==> config.mk <==
export PLATFORM = sky130hd
export DESIGN_NAME = fetch_target_pred
export DESIGN_NICKNAME = d
export VERILOG_FILES = /design/src/rtl/fetch_target_pred.sv
export SDC_FILE = /design/constraint.sdc
export NUM_CORES = 2
export LEC_CHECK = 0
export BUFFER_PORTS_ARGS = -buffer_cell sky130_fd_sc_hd__buf_2
export CAP_MARGIN = 10
export CORE_MARGIN = 10
export CORE_UTILIZATION = 30
export DETAILED_ROUTE_END_ITERATION = 16
export GPL_TIMING_DRIVEN = 0
export SYNTH_ARGS = -nofsm -noshare
export SYNTH_HDL_FRONTEND = slang
export SYNTH_SLANG_ARGS = --single-unit
==> constraint.sdc <==
create_clock -name clk -period 9.1 [get_ports clk]
set_input_delay 1.365 -clock clk [delete_from_list [all_inputs] [get_ports clk]]
set_output_delay 1.365 -clock clk [all_outputs]
set_load 0.1 [all_outputs]
==> src/rtl/fetch_target_pred.sv <==
module fetch_target_pred #(
  parameter int ADDR_W    = 32,
  parameter int ENTRIES   = 64,
  parameter int RAS_DEPTH = 8
) (
  input  logic              clk,
  input  logic              rst_n,
  input  logic [ADDR_W-1:0] lk_pc,
  input  logic              lk_taken,
  output logic              lk_hit,
  output logic              lk_is_ret,
  output logic [ADDR_W-1:0] lk_target,
  output logic [ADDR_W-1:0] next_pc,
  input  logic              upd_en,
  input  logic [ADDR_W-1:0] upd_pc,
  input  logic [ADDR_W-1:0] upd_target,
  input  logic              upd_is_ret,
  input  logic              call_push,
  input  logic [ADDR_W-1:0] call_addr,
  input  logic              ret_pop,
  output logic [ADDR_W-1:0] ras_top,
  output logic              ras_valid
);
  localparam int IDX_W = $clog2(ENTRIES);
  localparam int TAG_W = ADDR_W - IDX_W;
  localparam int SP_W  = $clog2(RAS_DEPTH);
  localparam int CNT_W = $clog2(RAS_DEPTH + 1);
  localparam logic [CNT_W-1:0] FULL = CNT_W'(RAS_DEPTH);

  logic [ENTRIES-1:0] vld;
  logic [ENTRIES-1:0] retf;
  logic [TAG_W-1:0]   tagm [ENTRIES];
  logic [ADDR_W-1:0]  tgtm [ENTRIES];

  wire [IDX_W-1:0] ridx = lk_pc[IDX_W+1:2];
  wire [IDX_W-1:0] widx = upd_pc[IDX_W+1:2];
  wire [TAG_W-1:0] rtag = {lk_pc[ADDR_W-1:IDX_W+2], lk_pc[1:0]};
  wire [TAG_W-1:0] wtag = {upd_pc[ADDR_W-1:IDX_W+2], upd_pc[1:0]};

  always_ff @(posedge clk) begin
    if (!rst_n) vld <= '0;
    else if (upd_en) vld[widx] <= 1'b1;
  end

  always_ff @(posedge clk) begin
    if (upd_en) begin
      tagm[widx] <= wtag;
      tgtm[widx] <= upd_target;
      retf[widx] <= upd_is_ret;
    end
  end

  assign lk_hit    = vld[ridx] && (tagm[ridx] == rtag);
  assign lk_is_ret = lk_hit && retf[ridx];
  assign lk_target = tgtm[ridx];

  logic [ADDR_W-1:0] stk [RAS_DEPTH];
  logic [SP_W-1:0]   sp;
  logic [CNT_W-1:0]  cnt;

  wire [SP_W-1:0] top_sp  = sp - 1'b1;
  wire            nonempt = (cnt != '0);
  wire            replace = call_push && ret_pop && nonempt;
  wire            do_push = call_push && !replace;
  wire            do_pop  = ret_pop && !call_push && nonempt;
  wire [SP_W-1:0] wslot   = replace ? top_sp : sp;

  always_ff @(posedge clk) begin
    if (call_push) stk[wslot] <= call_addr;
  end

  always_ff @(posedge clk) begin
    if (!rst_n) begin
      sp  <= '0;
      cnt <= '0;
    end else if (do_push) begin
      sp  <= sp + 1'b1;
      cnt <= (cnt == FULL) ? cnt : cnt + 1'b1;
    end else if (do_pop) begin
      sp  <= top_sp;
      cnt <= cnt - 1'b1;
    end
  end

  assign ras_top   = stk[top_sp];
  assign ras_valid = nonempt;

  always_comb begin
    next_pc = lk_pc + ADDR_W'(4);
    if (lk_is_ret)
      next_pc = ras_valid ? ras_top : lk_target;
    else if (lk_hit && lk_taken)
      next_pc = lk_target;
  end
endmodule


* After elaboration in Yosys (flattened, before gate mapping)
Memories as Yosys holds them, arrays and structs flattened. Cells that the tools add are included.
Cells by class: magnitude comparators 3, equal/unequal tests 3, bitwise gates (word level) 1, reductions and logical operators 14, $add $sub $neg 5, muxes and demuxes 20
Operators with widths (number):
- 32-bit two-way mux | 3
- 64-bit bitwise mux | 1
- 64-bit bitwise OR | 1
- 32-bit by 3-bit adder with 32-bit output, second input constant | 1
- 26-bit equality test | 1
- 6-bit by 7-bit less-than comparator with 1-bit output, second input constant | 2
- 1-bit binary-select mux with 6-bit select | 2
- 4-bit two-way mux | 3
- 1-bit logical AND | 9
- 3-bit two-way mux | 3
- 1-bit two-way mux | 7
- 1-bit demux with 6-bit select | 1
- 6-bit by 1-bit greater-or-equal comparator with 1-bit output, second input constant | 1
- 4-bit by 1-bit adder with 4-bit output, second input constant | 1
- 4-bit equality test, second input constant | 1
- 4-bit nonzero test | 1
- 4-bit by 1-bit subtractor with 4-bit output, second input constant | 1
- 3-bit by 1-bit adder with 3-bit output, second input constant | 1
- 3-bit by 1-bit subtractor with 3-bit output, second input constant | 1
- 1-bit logical NOT | 2
- 2-bit inequality test, second input constant | 1
- 2-bit AND reduction | 1
- 2-bit nonzero test | 1
Storage, ports and cells: bits in writable memories 3968, output and inout port bits 99, memories kept 3, bits in registers 135, word-level logic and storage cells 53, bits of input ports 135
Memories:
- tgtm | depth 64, width 32, rd ports 1, clocked after Yosys merged registers in 0, write ports 1, RTL line 33 | logic [ADDR_W-1:0] tgtm [ENTRIES];
- tagm | depth 64, width 26, rd ports 1, clocked after Yosys merged registers in 0, write ports 1, RTL line 32 | logic [TAG_W-1:0] tagm [ENTRIES];
- stk | depth 8, width 32, rd ports 1, clocked after Yosys merged registers in 0, write ports 1, RTL line 57 | logic [ADDR_W-1:0] stk [RAS_DEPTH];

* Longest topological paths before layout
depth after elaboration 6, mapped depth 19, mapped depth without buffers 12

* Least setup slack after synthesis
Ideal clock, no wire load.
path type input-to-output, start point in lk_pc[2], end point out lk_is_ret, data arrival time 6.533 ns, path slack 1.202 ns, stages 15, cell sequence buf_6 -> buf_8 -> buf_6 -> buf_6 -> buf_2 -> buf_2 -> mux4_2 -> a221oi_1 -> nand2_1 -> a22oi_1 -> xor2_1 -> nor4b_1 -> nand4_1 -> nor2_1 -> and2_1
Between the ends: word-level cells in the longest chain between the ends 4, elaborated cells on any way between the ends 8, classes of those cells eq/ne (1); mux (4); reduce/logical (2); memory (1)
Ends and longest elaborated chain:
- start: declaration | RTL line 8 | input logic [ADDR_W-1:0] lk_pc,
- memory read 64 x 26 bit or 1-bit binary-select mux with 6-bit select (tied branches)
- 26-bit equality test or 1-bit two-way mux (tied branches) | RTL line 53 | assign lk_hit = vld[ridx] && (tagm[ridx] == rtag);
- 1-bit logical AND (*) | RTL line 53
- net lk_hit | RTL line 10 | output logic lk_hit,
- 1-bit logical AND (*) | RTL line 54 | assign lk_is_ret = lk_hit && retf[ridx];
- end: declaration | RTL line 11 | output logic lk_is_ret,
Mark *: on every way through the listed nets, which the timed path passes. The rest lies on a longest branch. The select of a mux whose other input is x is not followed.

* Worst setup path in the final report
start point in lk_pc[5], end point out next_pc[21]
Between the ends: word-level cells in the longest chain between the ends 6, elaborated cells on any way between the ends 14, classes of those cells add/sub (1); eq/ne (1); mux (7); reduce/logical (3); memory (2)
Ends and longest elaborated chain:
- memory read 64 x 26 bit or 1-bit binary-select mux with 6-bit select (tied branches)
- 26-bit equality test or 1-bit two-way mux (tied branches) | RTL line 53
- 1-bit logical AND | RTL line 53
- 1-bit logical AND | RTL line 92 | else if (lk_hit && lk_taken)
- 32-bit two-way mux | RTL line 92
- 32-bit two-way mux (*) | RTL line 90 | if (lk_is_ret)
- end: declaration | RTL line 13 | output logic [ADDR_W-1:0] next_pc,
Mark *: on every way between the ends. The rest lies on a longest branch, timed or not. The select of a mux whose other input is x is not followed.

==> flow_summary.ini <==
[cells_and_area]
regArea_sq_um = 122500
layout_commonest_cell = edfxtp_1
final_util_pct = 35.73
layoutNonFillerInstCount = 15260
postLayoutCellArea_sq_um = 188700
syn_to_final_growth_pct = 18.82
final_cell_mix = 4032 x edfxtp_1, 1066 x mux4_2, 409 x clkbuf_16
multi_input_area_sq_um = 35140
nNetsFinal = 8001
drive_gt1_share_pct = 31.72
nFillCells = 47720

[detailed_routing]
antenna_left = 0
vias = 85470
drt_iter0_markers = 14790
route.detailed.drc = 0
wl_per_cell_um = 36.40
wirelength_um = 555500
via_per_inst = 5.601
dr.pass1.iters = 7

[sta]
fmax_ghz = 0.1071
slew_violations = 0
hold_viol = 0
whs_ns = 0.4629
tns_ns = -4.652
rsz0062_at_grt = no
clock_skew_ns = 0.01245
fin_crit_ns = 9.334
slew_headroom_pct = 4.984
tightest_slew_ns = 1.425
setup_violations = 32
fin_crit_sh_pct = 102.6
finalWorstSetupSlack_ns = -0.2335

[floorplanning]
start_util_pct = 30.07
ios = 234
rows = 267
die_h_um = 747.7
core-area_sq_um = 528200
dieArea_sq_um = 559000
die_w_um = 747.7

[placement]
hpwl_um = 388000
gp_congestion = 0.9540
post_dp_cell_area_sq_um = 174600
dp.cells = 14440
portBuffers = 221

[synthesis]
avgSynthCellArea_sq_um = 22.79
ys_types = 81
synth_edf_count = 4032
synthArstFlopShare_pct = 0
syn_area_sq_um = 158800
syn-num-nets = 7112
yosysTopAreaCell = edfxtp_1
ys_ff_latch = 4103
yosysWarnings = 0
synth_seq_area_share_pct = 77.12
synth-main-ff-cell = edfxtp_1
yosysTopAreaCellShare_pct = 76.22
synthCells = 6971
netlist_top_cells_area = edfxtp_1 76%, mux4_2 15%, mux2i_1 1.8%

[global_routing]
grt_use_met3_pct = 6.701
track_usage_pct = 19.09
grt_pass1_wl_um = 736400
grt_pass1_vias = 82470
antenna_found_initial = 115
use_met2_pct = 29.14
met1_usage_pct = 24.02
busiest_layer = met2
grt_max_degree = 65
grt_remaining_overflow = 0

[critical_path]
cp-end-kind = output pin
start_kind = input pin
path_class = in -> out
critPathMaxFanout = 10
required_ns = 7.74
arrival_ns = 7.97

[pwr]
power_leakage_uw = 0.05861
vdd_drop_max_mv = 0.5191
power_density_nw_per_um2 = 235.7

[cts]
cts_made_buffers = 401
path_clk_slew_ns = 0.06
cts_root_buf = clkbuf_16
htreeDepth = 5
clock_sinks = 4103
clk_latency_ns = 0.98
cts_buffer_depth = 4
cts_tree = yes
hold_buffers = 0

[hold_path]
min_path_type = reg -> reg

[run_status]
status = complete, but fails checks
violations = negative setup slack

[flow_run]
maxCapViolations = 0
-- per-layer routing --
| layer | wire [um] | share of wire [%] | up-vias |
|---|---|---|---|
| li1 | - | - | 31710 |
| met1 | 196400 | 35 | 45480 |
| met2 | 248600 | 45 | 6819 |
| met3 | 76050 | 14 | 1414 |
| met4 | 33920 | 6.1 | 38 |
| met5 | 564 | 0.10 | - |
-- critical path, stage by stage --
cell       delay, ns
buf_2           0.21
buf_2           0.36
buf_2           0.48
buf_2           0.49
nand2_1         0.87
a21oi_1         0.54
a2111oi_4       0.18
xnor2_1         0.26
a2111oi_0       0.52
nand4b_1        0.14
or4_1           0.71
or3_1           0.39
buf_2           0.26
buf_6           0.24
a21oi_4         0.48
buf_4           0.40
-- kinds of logic after synthesis --
family / share of synthesized area (%)
AOI/OAI and AO/OA: 2.327
xor gates and xnor gates: 0.3474
adders and majority gates: 0.05199
buffers and inverters: 1.352
DFF: 77.12
muxes: 17.27
and+or+nand+nor: 1.536
-- through the flow --
stage / worst slack (ns) / total power [uW]
final: -0.2335 / 44490
after global routing: 0.002034 / 45550
after CTS: -0.1370 / 44650
after detailed placement: -1.731 / 28250
after global placement: -2.911 / 28040
after floorplan: 1.202 / 25560
-- repair_timing --
| item | CTS | global route |
|---|---|---|
| pin swaps | 1 | 10 |
| setup buffers | 1 | 1 |
| resized for setup | 230 | 66 |
| endpoints found under the setup margin | 66 | 33 |
-- area by class of cell --
cell class              count  share of cell area, %
flip-flops and latches   4103                  64.91
multi-input cells        2465                  18.62
clock buffers             515                  5.655
well taps                6994                  4.637
repair buffers            491                  3.591
plain buffers             387                  1.275
clock inverters           226                  1.207
diodes                     68                0.09016
inverters                  11                0.02188
-- path summary, 6_finish.rpt --
check,to,slack [ns],from,cells after the start
worst max-delay path,next_pc[21],-0.23,lk_pc[5],16
worst min-delay path,vld[16],0.46,vld[16],1
worst max register to register,stk[0][18],4.12,sp[0],10
worst min register to register,vld[16],0.46,vld[16],1
-- power breakdown --
part / switching (uW) / leakage (uW) / internal, uW
Combinational: 4990 / 0.0154 / 1670
Clock: 7310 / 0.00632 / 9320
Sequential: 82.3 / 0.0369 / 21100
-- Yosys cell counts, drive strengths merged (4+ instances only) --
library cell  instances
nand3b               10
o211ai                9
a21o                 10
edfxtp             4032
or4                   4
nor3b                 4
mux2i               283
or3                   4
o2111ai               5
inv                  11
a211oi               50
nand2               105
a32oi                10
mux4               1066
a22oi               116
o21a                 66
or2                   4
and3                 15
ha                    5
a22o                 25
o221ai               19
nand4                19
o22ai                24
a2bb2oi               4
nand3                57
dfxtp                71
xnor2                32
or3b                  4
mux2                 52
xor2                 31
buf                 240
nor3                 17
nor2b                32
nand2b               35
a2111oi              13
clkbuf              152
nor2                143
o21ai                19
nor4                  9
and2                 18
a221oi               12
a31oi                22
a21oi                73
-- registers in the layout, summed over array words and instances (netlist names) --
name,flops
cnt,4
stk,256
retf,64
tgtm,2048
tagm,1664
sp,3
vld,64
(Power assumes the default switching activity.)
